File: src/rtl/xcvr_pwrup_pkg.sv
package xcvr_pwrup_pkg;

    typedef enum logic [3:0] {
        ST_HOLD     = 4'd0,
        ST_RESET    = 4'd1,
        ST_SLEEP    = 4'd2,
        ST_BYPASS   = 4'd3,
        ST_START    = 4'd4,
        ST_PLLACQ   = 4'd5,
        ST_DATAACQ  = 4'd6,
        ST_RUN      = 4'd7,
        ST_IDLEREF  = 4'd8,
        ST_RELOCK   = 4'd9
    } seq_state_e;

    typedef struct packed {
        logic pll_hold_min;
        logic pll_power_down;
        logic rx_analog_en;
        logic rx_data_lock_en;
        logic data_valid;
        logic ser_force_low;
        logic rx_out_hold;
    } seq_ctrl_t;

    // Priority among parking requests: reset, then sleep, then bypass.
    function automatic seq_state_e park_cause(input logic rst_n,
                                              input logic sleep,
                                              input logic bypass);
        seq_state_e c;
        c = ST_BYPASS;
        if (!rst_n)      c = ST_RESET;
        else if (sleep)  c = ST_SLEEP;
        else if (bypass) c = ST_BYPASS;
        return c;
    endfunction

    function automatic seq_ctrl_t ctrl_of(input seq_state_e s);
        seq_ctrl_t o;
        o = '0;
        unique case (s)
            ST_HOLD, ST_RESET: begin
                o.pll_hold_min  = 1'b1;
                o.ser_force_low = 1'b1;
                o.rx_out_hold   = 1'b1;
            end
            ST_SLEEP: begin
                o.pll_hold_min   = 1'b1;
                o.pll_power_down = 1'b1;
            end
            ST_BYPASS, ST_START: o.pll_hold_min = 1'b1;
            ST_PLLACQ: o.rx_analog_en = 1'b1;
            ST_DATAACQ, ST_RELOCK: begin
                o.rx_analog_en    = 1'b1;
                o.rx_data_lock_en = 1'b1;
            end
            ST_RUN: begin
                o.rx_analog_en    = 1'b1;
                o.rx_data_lock_en = 1'b1;
                o.data_valid      = 1'b1;
            end
            ST_IDLEREF: begin
                o.rx_analog_en = 1'b1;
                o.rx_out_hold  = 1'b1;
            end
            default: o.pll_hold_min = 1'b1;
        endcase
        return o;
    endfunction

endpackage

File: src/rtl/xcvr_pwrup_timer.sv
module xcvr_pwrup_timer #(
    parameter int MAX_COUNT = 400
) (
    input  logic                             clk,
    input  logic                             rst,
    input  logic                             clr,
    input  logic                             tick,
    output logic [$clog2(MAX_COUNT+1)-1:0]   count
);
    localparam int CW = $clog2(MAX_COUNT + 1);
    localparam logic [CW-1:0] TOP = CW'(MAX_COUNT);

    always_ff @(posedge clk) begin
        if (rst || clr)
            count <= '0;
        else if (tick && count != TOP)
            count <= count + 1'b1;
    end


    timer_clear_chk: assert property (@(posedge clk) disable iff (rst)
        clr |=> count == '0);


    timer_step_chk: assert property (@(posedge clk) disable iff (rst)
        (tick && !clr && count != TOP) |=> count == $past(count) + 1'b1);

endmodule

File: src/rtl/xcvr_pwrup_fsm.sv
module xcvr_pwrup_fsm
    import xcvr_pwrup_pkg::*;
#(
    parameter int HOLD_US       = 40,
    parameter int PLL_MIN_US    = 32,
    parameter int DLOCK_US      = 262,
    parameter int VALID_US      = 358,
    parameter int RELOCK_US     = 2
) (
    input  logic       clk,
    input  logic       rst,
    input  logic       tick,
    input  logic       dev_rst_n,
    input  logic       sleep_req,
    input  logic       pll_bypass,
    input  logic       rx_track_en,
    output seq_state_e state
);
    localparam int CNT_MAX = (HOLD_US > VALID_US) ? HOLD_US : VALID_US;
    localparam int CW      = $clog2(CNT_MAX + 1);
    localparam logic [CW-1:0] LIM_HOLD   = CW'(HOLD_US - 1);
    localparam logic [CW-1:0] LIM_PLL    = CW'(PLL_MIN_US - 1);
    localparam logic [CW-1:0] LIM_DLOCK  = CW'(DLOCK_US - 1);
    localparam logic [CW-1:0] LIM_VALID  = CW'(VALID_US - 1);
    localparam logic [CW-1:0] LIM_RELOCK = CW'(RELOCK_US - 1);

    seq_state_e      state_q, state_d;
    logic            clr;
    logic [CW-1:0]   cnt;
    logic            parked_req;
    seq_state_e      cause;

    assign parked_req = !dev_rst_n || sleep_req || pll_bypass;
    assign cause      = park_cause(dev_rst_n, sleep_req, pll_bypass);

    xcvr_pwrup_timer #(.MAX_COUNT(CNT_MAX)) u_timer (
        .clk   (clk),
        .rst   (rst),
        .clr   (clr),
        .tick  (tick),
        .count (cnt)
    );

    always_comb begin
        state_d = state_q;
        clr     = 1'b0;
        if (state_q == ST_HOLD) begin
            if (tick && cnt == LIM_HOLD) begin
                state_d = parked_req ? cause : ST_START;
                clr     = 1'b1;
            end
        end else if (parked_req) begin
            state_d = cause;
            clr     = 1'b1;
        end else begin
            unique case (state_q)
                ST_RESET, ST_SLEEP, ST_BYPASS: begin
                    state_d = ST_START;
                    clr     = 1'b1;
                end
                ST_START:   if (tick && cnt == LIM_PLL)   state_d = ST_PLLACQ;
                ST_PLLACQ:  if (tick && cnt == LIM_DLOCK) state_d = ST_DATAACQ;
                ST_DATAACQ: if (tick && cnt == LIM_VALID) state_d = ST_RUN;
                ST_RUN:     if (!rx_track_en)             state_d = ST_IDLEREF;
                ST_IDLEREF: if (rx_track_en) begin
                    state_d = ST_RELOCK;
                    clr     = 1'b1;
                end
                ST_RELOCK: begin
                    if (!rx_track_en)
                        state_d = ST_IDLEREF;
                    else if (tick && cnt == LIM_RELOCK)
                        state_d = ST_RUN;
                end
                default: begin
                    state_d = ST_START;
                    clr     = 1'b1;
                end
            endcase
        end
    end

    always_ff @(posedge clk) begin
        if (rst) state_q <= ST_HOLD;
        else     state_q <= state_d;
    end

    assign state = state_q;


    park_follow_chk: assert property (@(posedge clk) disable iff (rst)
        (parked_req && state_q != ST_HOLD) |=> state_q == $past(cause));


    idle_enter_chk: assert property (@(posedge clk) disable iff (rst)
        (state_q == ST_RUN && !rx_track_en && !parked_req) |=> state_q == ST_IDLEREF);


    run_entry_chk: assert property (@(posedge clk) disable iff (rst)
        (state_q == ST_RUN && $past(state_q) != ST_RUN)
            |-> ($past(state_q) == ST_DATAACQ || $past(state_q) == ST_RELOCK));

endmodule

File: src/rtl/xcvr_pwrup_decode.sv
module xcvr_pwrup_decode
    import xcvr_pwrup_pkg::*;
(
    input  seq_state_e state,
    output seq_ctrl_t  ctrl
);
    always_comb ctrl = ctrl_of(state);
endmodule

File: src/rtl/xcvr_pwrup_seq.sv
module xcvr_pwrup_seq
    import xcvr_pwrup_pkg::*;
#(
    parameter int HOLD_US    = 40,
    parameter int PLL_MIN_US = 32,
    parameter int DLOCK_US   = 262,
    parameter int VALID_US   = 358,
    parameter int RELOCK_US  = 2
) (
    input  logic clk,
    input  logic supply_ok,
    input  logic tick_us,
    input  logic dev_rst_n,
    input  logic sleep_req,
    input  logic pll_bypass,
    input  logic rx_track_en,
    output logic pll_hold_min,
    output logic pll_power_down,
    output logic rx_analog_en,
    output logic rx_data_lock_en,
    output logic data_valid,
    output logic ser_force_low,
    output logic rx_out_hold
);
    logic       rst;
    seq_state_e state;
    seq_ctrl_t  ctrl;

    assign rst = !supply_ok;

    xcvr_pwrup_fsm #(
        .HOLD_US    (HOLD_US),
        .PLL_MIN_US (PLL_MIN_US),
        .DLOCK_US   (DLOCK_US),
        .VALID_US   (VALID_US),
        .RELOCK_US  (RELOCK_US)
    ) u_fsm (
        .clk         (clk),
        .rst         (rst),
        .tick        (tick_us),
        .dev_rst_n   (dev_rst_n),
        .sleep_req   (sleep_req),
        .pll_bypass  (pll_bypass),
        .rx_track_en (rx_track_en),
        .state       (state)
    );

    xcvr_pwrup_decode u_dec (
        .state (state),
        .ctrl  (ctrl)
    );

    assign pll_hold_min    = ctrl.pll_hold_min;
    assign pll_power_down  = ctrl.pll_power_down;
    assign rx_analog_en    = ctrl.rx_analog_en;
    assign rx_data_lock_en = ctrl.rx_data_lock_en;
    assign data_valid      = ctrl.data_valid;
    assign ser_force_low   = ctrl.ser_force_low;
    assign rx_out_hold     = ctrl.rx_out_hold;


    reset_force_chk: assert property (@(posedge clk) disable iff (rst)
        !dev_rst_n |=> (ser_force_low && rx_out_hold && pll_hold_min));


    sleep_pd_chk: assert property (@(posedge clk) disable iff (rst)
        (sleep_req && dev_rst_n && !ser_force_low) |=> (pll_power_down && !rx_analog_en));


    valid_after_lock_chk: assert property (@(posedge clk) disable iff (rst)
        $rose(data_valid) |-> $past(rx_data_lock_en));

endmodule

File: config.mk
export PLATFORM = sky130hd
export DESIGN_NAME = xcvr_pwrup_seq
export DESIGN_NICKNAME = d
export VERILOG_FILES = /design/src/rtl/xcvr_pwrup_pkg.sv /design/src/rtl/xcvr_pwrup_timer.sv /design/src/rtl/xcvr_pwrup_fsm.sv /design/src/rtl/xcvr_pwrup_decode.sv /design/src/rtl/xcvr_pwrup_seq.sv
export SDC_FILE = /design/constraint.sdc
export NUM_CORES = 1
export LEC_CHECK = 0
export CAP_MARGIN = 20
export CORE_UTILIZATION = 55
export DETAILED_ROUTE_END_ITERATION = 16
export DONT_BUFFER_PORTS = 1
export GPL_ROUTABILITY_DRIVEN = 0
export HOLD_SLACK_MARGIN = 0.05
export PLACE_DENSITY = 0.7
export SYNTH_ARGS = -nofsm -noshare
export SYNTH_HDL_FRONTEND = slang
export SYNTH_SLANG_ARGS = --single-unit
export TNS_END_PERCENT = 100
File: constraint.sdc
create_clock -name clk -period 2.6 [get_ports clk]
set_input_delay 0.13 -clock clk [delete_from_list [all_inputs] [get_ports clk]]
set_output_delay 0.13 -clock clk [all_outputs]
set_load 0.01 [all_outputs]
* Word level (Yosys, flattened, before mapping) *
Index checks and enable logic that the tools add are counted.

word-level totals
  bits in registers = 13
  word-level logic and storage cells = 68

cells by class
  add/sub/neg operators = 1
  equality and inequality tests = 21
  multiplexer cells = 26
  reductions and logical operators = 18

operators with widths
  cell                 count
  $mux 4               12
  $pmux 4 s6           1
  $eq 9x9->1 const B   2
  $eq 4x3->1 const B   4
  $ne 4x3->1 const B   4
  $mux 1               12
  $reduce_or 5->1      2
  $add 9x1->9 const B  1
  $eq 9x1->1 const B   1
  $eq 9x5->1 const B   1
  $eq 9x6->1 const B   1
  $ne 9x9->1 const B   1
  $eq 4x4->1 const B   2
  $reduce_and 7->1     1
  $logic_and 1x1->1    6
  $reduce_or 3->1      2
  $ne 5x4->1 const B   1
  $eq 4x1->1 const B   1
  $eq 4x2->1 const B   1
  $logic_not 4->1      1
  $ne 4x1->1 const B   1
  $logic_or 1x1->1     3
  $logic_not 1->1      2
  $ne 2x2->1 const B   1
  other kinds (2)      2

* Longest topological paths before layout *
Gate-level depths: netlist (run 1).

  depth in word-level cells = 7
  gate-level depth with buffers = 8
  mapped depth without buffers = 7

* Cells and area by module *
From an unflattened synthesis (run 1), not the netlist that was laid out.

unflattened totals
  cell total of the unflattened synthesis = 134
  area total of the unflattened synthesis = 1,039.7 µm²

modules (own cells, without submodules)
  module             instances  cells an instance  area an instance (µm²)  sequential area each (µm²)
  xcvr_pwrup_fsm     1          69                 508.0                   80.1
  xcvr_pwrup_timer   1          53                 450.4                   180.2
  xcvr_pwrup_decode  1          11                 77.6                    0.0
  xcvr_pwrup_seq     1          1                  3.8                     0.0

* Worst setup path after synthesis (run 1) *
OpenSTA, ideal clock, no wires.

  path type = register to register
  start = register u_fsm.u_timer.count[7]
  end = register u_fsm.state_q[0], in the netlist u_fsm.state[0]
  arrival time = 1.947 ns
  setup slack = 0.533 ns
  stages on the path, launching flop included = 7
  buffers on the path = 1
  clock period less this slack = 2.067 ns
  cells stage by stage = dfxtp_1 or4b_4 o31ai_2 o41ai_1 or4_1 buf_2 mux2i_1

between the ends
  word-level cells in the longest chain between the ends = 4

RTL lines
  element                                              line                    text
  start, declared                                      xcvr_pwrup_timer.sv:8   output logic [$clog2(MAX_COUNT+1)-1:0] count
  start signal, assigned                               xcvr_pwrup_timer.sv:17  count <= count + 1'b1;
  $eq 9x1->1 (tied with other cells)                   xcvr_pwrup_fsm.sv:72    else if (tick && cnt == LIM_RELOCK)
  $logic_and 1x1->1 (on tied branches)                 n/a
  $ne 5x4->1 (no source line) (tied with other cells)  n/a
  $reduce_and 7->1 (no source line) *                  n/a
  end signal, assigned                                 xcvr_pwrup_fsm.sv:85    else state_q <= state_d;
  end, declared                                        xcvr_pwrup_fsm.sv:27    seq_state_e state_q, state_d;

Mark *: on every way between the ends. The rest lies on a longest branch, timed or not.
A chain may end at the register's enable or synchronous reset.

* Final worst setup path (run 1) *
  start = register u_fsm.u_timer.count[7]
  end = register u_fsm.state_q[3], in the netlist u_fsm.state[3]

Same word-level chain as after synthesis.

==> results.cfg, run 1 <==
[outcome]
status = complete, no violations

[setup_path]
cpPeakStageDelay_ns = 0.66
r2r_cells = 5
cp_data_arrival_time_ns = 2.41
crit_chain = or4_1 -> nor4_1 -> o41ai_1 -> or4_1 -> mux2i_1
end_kind = flip-flop
cpMostUsedCell = or4_1
critPathSlowestCell = or4_1
start_kind = flip-flop
cp.required_ns = 2.76
path_max_fanout = 5
worstSetupPathType = flip-flop to flip-flop

[die]
coreArea_um2 = 1540
pin_count = 14
fp.dieArea_um2 = 1880
fp.dieW_um = 43.3
die_y_um = 43.3
initial_core_util_pct = 60.9
rows = 14

[clocking]
cts_root_buffer = clkbuf_4
clk_latency_ns = 0.27
cts.sinks = 13
cts_htree_levels = 1
cts_tree = yes
cts_buffer_depth = 2
cts_made_buffers = 3
path_clk_slew_ns = 0.07

[global_route]
grt_pass1_vias = 781
grt_use_total_pct = 23.5
antenna_found_initial = 0
grt_overflow = 0
grt_pass1_wl_um = 3280
grt_max_degree = 17

[logic_synthesis]
synth_top_cell_area_share_pct = 27.7
netlist_instances = 122
synth_area_um2 = 938
synthTopCellsByArea = dfxtp_1 (28%), xor2_1 (7.5%), nand2_1 (5.6%)
yosys.area.top_type = dfxtp_1
ys_seq_area_share_pct = 27.7
yosysWarnings = 0
synthesis.nets = 132
avgSynthCellArea_um2 = 7.69
synth_seq_cells = 13
synth_cell_types = 39

[timing]
fin_ws_ns = 0.350
fmax_ghz = 0.445
fin_crit_sh_pct = 86.5
period_minus_slack_ns = 2.25
finalSetupTns_ns = 0
worstMarginPinSlew_ns = 0.585
rsz0062_at_grt = false
setup_viol = 0
hold_viol = 0
slew_headroom_pct = 60.9
clock_skew_ns = 0.00149
drv_slew = 0

[final_layout]
final_common_cell = nand2_1
num_antenna_cells = 0
area_growth_pct = 4.13
fin_nets = 131
drive_gt1_share_pct = 5.83
layout_common_cells = nand2_1 (14), nor2_1 (13), dfxtp_1 (13), xor2_1 (8), nand4_1 (7)

[routing]
via_per_inst = 6.38
routed_wl_um = 1970
routedWlPerCell_um = 14.5
drt_iter0_drc = 22
drt_first_pass_iters = 4
dr_total_vias = 868
route.detailed.drc = 0
ant_nets = 0

[min_path]
hold_depth = 4
min_path_type = input port to flip-flop

[power]
peakVddDrop_v = 0.000413
leakagePower_nw = 0.364
p_per_area_nw_per_um2 = 719

[flow_run]
maxCapViolCount = 0

[place]
pre_cts_slack_ns = 0.364
portBuffers = 0
place_hpwl_um = 1420
logic make-up after synthesis:
family	Yosys count	synth area share (%)
buf+inv	14	5.73
flops	13	27.7
fa+ha+maj	3	4.00
simple gates	64	38.5
compound gates	15	11.3
xor+xnor	9	8.40
mux	4	4.27
per-stage QoR:
stage / hold WS, ns / area, µm² / instances / utilization [%] / power (W)
final: 0.115 / 977 / 136 / 63.4 / 0.000703
after global routing: 0.120 / 977 / 136 / 63.4 / 0.000755
after CTS: 0.111 / 977 / 136 / 63.4 / 0.000707
after detailed placement: 0.280 / 931 / 130 / 60.4 / 0.000580
after global placement: 0.282 / 931 / 130 / 60.4 / 0.000573
after floorplan: 0.281 / 938 / 122 / - / 0.000535
power by group:
part	leakage (nW)	internal, W	switching [W]
Combinational	0.244	0.000123	0.000155
Sequential	0.105	0.000229	0.0000756
Clock	0.0150	0.0000594	0.0000602
cells in the mapped netlist (all sizes together):
library cell  count
o31a              1
nor3              3
nand2b            2
nand4bb           1
and4b             1
o41ai             1
or4               3
dfxtp            13
ha                3
a211oi            1
a22oi             1
a21oi             4
and3              2
and2              1
nand2            14
or3b              1
or4b              1
nor4b             2
inv               5
a311oi            1
o21ai             2
nor4              4
nor3b             2
nand4             7
or2               1
nand4b            1
mux2i             4
nor2             13
nand3b            2
xor2              8
xnor2             1
clkbuf            7
nor2b             1
nand3             2
o21a              1
buf               2
o31ai             3
metal layers:
metal	vias up	share of wire (%)	wire (µm)	GRT usage (%)
li1	432	-	-	-
met1	410	44	859	26.0
met2	22	51	1010	41.5
met3	4	3.8	74	6.38
met4	0	1.4	27	10.3
met5	-	0	0	0
sequential cells by signal, indices dropped and copies added, names as in the netlist:
| register | flops |
|---|---|
| u_fsm.u_timer.count | 9 |
| u_fsm.state | 4 |
final timing paths:
kind | slack, ns | start | end
hold reg to reg | 0.58 | u_fsm.u_timer.count[1] | u_fsm.u_timer.count[1]
setup / recovery | 0.35 | u_fsm.u_timer.count[7] | u_fsm.state[3]
setup reg to reg | 0.35 | u_fsm.u_timer.count[7] | u_fsm.state[3]
hold / removal | 0.12 | supply_ok | u_fsm.state[2]
critical path: cells and delay by family, from the launching register on:
kind            cells  cell delay (ns)
simple gates        3             1.51
flops               1             0.36
mux                 1             0.17
compound gates      1             0.11
repair_timing:
action | in CTS | in global routing
endpoints found under the hold margin | 4 | 0
hold buffers | 2 | 0
buffers inserted | 0 | 0
gates resized for setup | 0 | 0
area by class of cell:
class | instances | area [µm²]
sequential | 13 | 260
clock buffer | 4 | 26.3
timing repair buffer | 3 | 27.5
fill | 154 | 564
multi-input combinational | 95 | 624
tap | 16 | 20.0
inverter | 5 | 18.8
Note: power is estimated with default switching activity, not from simulation.
==> run 2: changes to the inputs <==
- SYNTH_HIERARCHICAL: unset -> 1
==> run 2 against run 1 <==
Against the previous run:
- first-iteration DRC count grew 150%
- clock power up 3%
- sequential power fell by 2%
- wire length up 18%
- highest routed layer unchanged
==> results.cfg, run 2 <==
[outcome]
status = complete, no violations

[min_path]
hold_start = tick_us
min_path_type = input port to flip-flop
hold_depth = 3
hold_end = u_fsm/u_timer/count[1]

[timing]
rsz0062_at_grt = false
clock_skew_ns = 0.00148
fmax_ghz = 0.470
fin_ws_ns = 0.474
period_minus_slack_ns = 2.13
slew_headroom_pct = 58.7
hold_viol = 0
drv_slew = 0
setup_viol = 0
hold_slack_ns = 0.0985
finalSetupTns_ns = 0
fin_crit_sh_pct = 81.8
worstMarginPinSlew_ns = 0.611

[final_layout]
fillerInstances = 178
multiInputGateArea_um2 = 739
drive_gt1_share_pct = 8.82
largest_register_ffs = 9
fin_nets = 146
seq_area_um2 = 260
fin_util_pct = 62.7
final_common_cell = dfxtp_1
layout_common_cells = dfxtp_1 (13), a21oi_1 (11), o21ai_0 (9), nand2_1 (9)
fin_area_um2 = 1090
num_antenna_cells = 0
area_growth_pct = 5.17
largest_register = u_fsm/u_timer/count

[logic_synthesis]
synth_top_cell_area_share_pct = 25.0
netlist_top_cells_count = dfxtp_1 (13), a21oi_1 (11), nand2_1 (9), o21ai_0 (9)
avgSynthCellArea_um2 = 7.76
synth.most_common_cell = dfxtp_1
yosys.area.top_type = dfxtp_1
synth_area_um2 = 1040
netlist_instances = 134
async_reset_ff_share_pct = 0
yosysWarnings = 6
synth_cell_types = 49
ys_seq_area_share_pct = 25.0
synth_edf_count = 0
synthTopCellsByArea = dfxtp_1 (25%), a21oi_1 (5.3%), o21ai_0 (4.3%)
synth_seq_cells = 13
synthFlopType = dfxtp_1
synthesis.nets = 143

[place]
portBuffers = 0
postPlaceCellArea_um2 = 1060
place_hpwl_um = 1690
pre_cts_slack_ns = 0.490

[die]
initial_core_util_pct = 59.6
pin_count = 14
coreArea_um2 = 1750
fp.dieArea_um2 = 2070
fp.dieW_um = 45.5
die_y_um = 45.5
rows = 15

[setup_path]
crit_chain = or4_1 -> a41oi_1 -> a21oi_1 -> or2_2 -> a211oi_1
r2r_cells = 5
critPathSlowestCell = or4_1
cp_data_arrival_time_ns = 2.32
timing.rr.start = u_fsm/state[0]
cp.required_ns = 2.79
r2r_setup_slack_ns = 0.47
path_max_fanout = 17
cpPeakStageDelay_ns = 0.55
worstSetupPathType = flip-flop to flip-flop
start_kind = flip-flop
end_kind = flip-flop
r2r_end = u_fsm/u_timer/count[1]
path_buf_inv = 0
cpLargestDelayFamily = simple AND/OR/NAND/NOR gates

[global_route]
antenna_found_initial = 0
grt_pass1_wl_um = 3730
grt_pass1_vias = 795
grt_max_degree = 18
grt_use_total_pct = 25.2
grt_overflow = 0

[routing]
route.detailed.drc = 0
drt_first_pass_iters = 4
via_per_inst = 6.52
routed_wl_um = 2320
dr_total_vias = 1050
drt_iter0_drc = 54
ant_nets = 0
routedWlPerCell_um = 14.4

[clocking]
clk_latency_ns = 0.28
cts_tree = yes
cts_buffer_depth = 2
cts_made_buffers = 3
path_clk_slew_ns = 0.08
cts.sinks = 13
cts_htree_levels = 1
cts_setup_buffers = 0
cts_root_buffer = clkbuf_4
post_cts_resized = 0
ctsHoldBuffers = 1

[power]
p_per_area_nw_per_um2 = 617
peakVddDrop_v = 0.000509
leakagePower_nw = 0.357

[flow_run]
maxCapViolCount = 0
[run 2: where the power goes]
part | total [W] | leakage, nW | switching (W) | internal, W
sequential | 0.000298 | 0.105 | 0.0000749 | 0.000224
combinational | 0.000251 | 0.237 | 0.000141 | 0.000110
clock | 0.000124 | 0.0150 | 0.0000649 | 0.0000596
[run 2: worst min-delay path: cells and delay by family]
| kind | cells | cell delay (ns) |
|---|---|---|
| AOI/OAI and AO/OA | 2 | 0.17 |
| and+or+nand+nor | 1 | 0.04 |
[run 2: cell type report]
type                            instances  area share, %
Tap cell                               25           2.86
Inverter                                7           2.40
Timing Repair Buffer                    1          0.915
Sequential cell                        13           23.8
Multi-Input combinational cell        111           67.6
Clock buffer                            4           2.40
[run 2: per-stage QoR]
step           power [W]  std cells
4_1_cts         0.000679        161
2_1_floorplan   0.000502        134
6_report        0.000674        161
5_1_grt         0.000727        161
3_5_place_dp    0.000550        156
3_3_place_gp    0.000541        156
[run 2: kinds of logic after synthesis]
family | Yosys count | share of synthesized area, %
DFF | 13 | 25.0
adders and majority gates | 2 | 2.41
muxes | 1 | 0.963
and+or+nand+nor | 66 | 40.6
buffers and inverters | 10 | 3.85
AOI/OAI and AO/OA | 40 | 25.5
xor gates and xnor gates | 2 | 1.69
[run 2: worst max-delay path by stage]
stage              startpoint                      to  slack [ns]  cells after the start
5_1_grt        u_fsm/state[0]  u_fsm/u_timer/count[1]        0.32                      5
6_report       u_fsm/state[0]  u_fsm/u_timer/count[1]        0.47                      5
2_1_floorplan  u_fsm/state[2]  u_fsm/u_timer/count[2]        0.68                      6
4_1_cts        u_fsm/state[2]  u_fsm/u_timer/count[1]        0.47                      5
3_3_place_gp   u_fsm/state[0]  u_fsm/u_timer/count[1]        0.55                      5
3_5_place_dp   u_fsm/state[2]  u_fsm/u_timer/count[1]        0.49                      5
[run 2: routing by layer]
layer	vias up	GRT usage, %	share of wire, %
li1	525	-	-
met1	492	39.1	51
met2	31	32.0	42
met3	2	7.14	5.9
met4	0	9.09	0.95
met5	-	0	0
==> run 3: changes to the inputs <==
- clock period: 2.6 -> 2 ns (I/O delays scaled with it)
==> run 3 against run 2 <==
Against the previous run:
- clock power is 32% higher
- critical path type unchanged
- sequential cell count did not move
- combinational power grew 85%
- sequential power up 9.7%
- die area is the same
- wire length increased by 9.3%
- power increased by 42%
- sequential share of layout area is 1.6 points lower
- critical path depth is 1 higher
- global-route usage rose by 0.76 points
- first-iteration DRC count shrank 19%
==> results.cfg, run 3 (synthesis results as in run 2) <==
[outcome]
status = complete, no violations

[clocking]
cts_setup_buffers = 0
cts_htree_levels = 1
clk_latency_ns = 0.28
cts_tree = yes
cts_made_buffers = 3
cts.sinks = 13
cts_buffer_depth = 2
path_clk_slew_ns = 0.08
cts_root_buffer = clkbuf_4

[setup_path]
cpPeakStageDelay_ns = 0.51
cpLargestDelayFamily = compound AO/OA/AOI/OAI gates
r2r_setup_slack_ns = 0.07
path_depth = 6
r2r_cells = 6
path_max_fanout = 12
endpoint = u_fsm/state[1]
start_kind = flip-flop
critPathLaunch = u_fsm/state[2]
timing.rr.start = u_fsm/state[2]
path_buf_inv = 1
end_kind = flip-flop
r2r_end = u_fsm/state[1]
critPathSlowestCell = or4_1
crit_chain = buf_4 -> nor4b_1 -> o21ai_0 -> o21ba_1 -> or4_1 -> a21oi_1
cp.required_ns = 2.21
cp_data_arrival_time_ns = 2.14
worstSetupPathType = flip-flop to flip-flop

[routing]
topRoutingLayerUsed = met4
via_per_inst = 6.54
routed-wl-met3_um = 128
drt-met1-wl_um = 1270
route.detailed.drc = 0
drt_first_pass_iters = 4
routed_wl_um = 2530
dr_total_vias = 1106
ant_nets = 0
met2WireLength_um = 1110
drt_iter0_drc = 44
routedWlPerCell_um = 15.0

[die]
coreArea_um2 = 1750
rows = 15
fp.dieArea_um2 = 2070
die_y_um = 45.5
fp.dieW_um = 45.5
pin_count = 14
initial_core_util_pct = 59.6

[power]
leakagePower_nw = 0.411
p_per_area_nw_per_um2 = 813
peakVddDrop_v = 0.000671
fin_total_pwr_w = 0.000956

[place]
postPlaceCellArea_um2 = 1120
portBuffers = 0
place_hpwl_um = 1850

[timing]
fin_crit_sh_pct = 96.6
hold_viol = 0
finalSetupTns_ns = 0
drv_slew = 0
clock_skew_ns = 0.00615
rsz0062_at_grt = false
worstMarginPinSlew_ns = 0.733
setup_viol = 0
slew_headroom_pct = 50.4
fmax_ghz = 0.517
period_minus_slack_ns = 1.93

[final_layout]
num_antenna_cells = 0
fin_nets = 154
fin_area_um2 = 1180
final_common_cell = dfxtp_1
layout_common_cells = dfxtp_1 (12), a21oi_1 (11), o21ai_0 (9), nand2_1 (9), buf_4 (8)
largest_register_ffs = 9
drive_gt1_share_pct = 16.0
area_growth_pct = 13.1
largest_register = u_fsm/u_timer/count

[min_path]
min_path_type = input port to flip-flop

[flow_run]
maxCapViolCount = 0

[global_route]
grt_use_total_pct = 26.0
grt_max_degree = 13
grt_overflow = 0
grt_pass1_vias = 907
grt_pass1_wl_um = 3950
antenna_found_initial = 0
-- run 3: routing by layer --
layer,vias up,track usage [%]
li1,539,-
met1,526,38.1
met2,36,39.1
met3,5,4.76
met4,0,5.45
met5,-,0
-- run 3: repair_timing --
action                                 4_1_cts  5_1_grt
setup endpoints to repair                    0        2
hold buffers                                 1        0
gates resized for setup                      0        4
endpoints found under the hold margin        1        0
-- run 3: worst register-to-register path, stage by stage, from the launching register on --
cell,delay [ns]
dfxtp_1,0.39
buf_4,0.20
nor4b_1,0.06
o21ai_0,0.32
o21ba_1,0.24
or4_1,0.52
a21oi_1,0.15
-- run 3: how the worst min path moves through the flow --
stage / cells after the start / to / start
2_1_floorplan: 2 / u_fsm/u_timer/count[2] / tick_us
4_1_cts: 3 / u_fsm/u_timer/count[1] / tick_us
3_5_place_dp: 2 / u_fsm/u_timer/count[2] / tick_us
5_1_grt: 2 / u_fsm/state[1] / supply_ok
6_report: 3 / u_fsm/u_timer/count[1] / tick_us
3_3_place_gp: 2 / u_fsm/u_timer/count[2] / tick_us
-- run 3: where the power goes --
part | leakage, nW | internal [W] | switching [W]
Combinational | 0.290 | 0.000198 | 0.000268
Sequential | 0.106 | 0.000291 | 0.0000356
Clock | 0.0150 | 0.0000773 | 0.0000864
Total | 0.411 | 0.000566 | 0.000390
-- run 3: cell type report --
type,count,area (µm²)
well taps,25,31.3
clock buffers,4,26.3
repair buffers,9,70.1
inverters,7,26.3
fillers,160,569
flip-flops and latches,13,262
multi-input cells,111,761
-- run 3: metrics by stage --
step	instances	hold WS [ns]	setup WS, ns	utilization, %
floorplan	134	0.293	0.0799	-
global placement	164	0.304	0.0860	64.0
detailed placement	164	0.326	0.0805	64.0
CTS	169	0.0643	0.0578	66.1
global route	169	0.0748	0.0127	67.4
finish	169	0.0671	0.0672	67.4
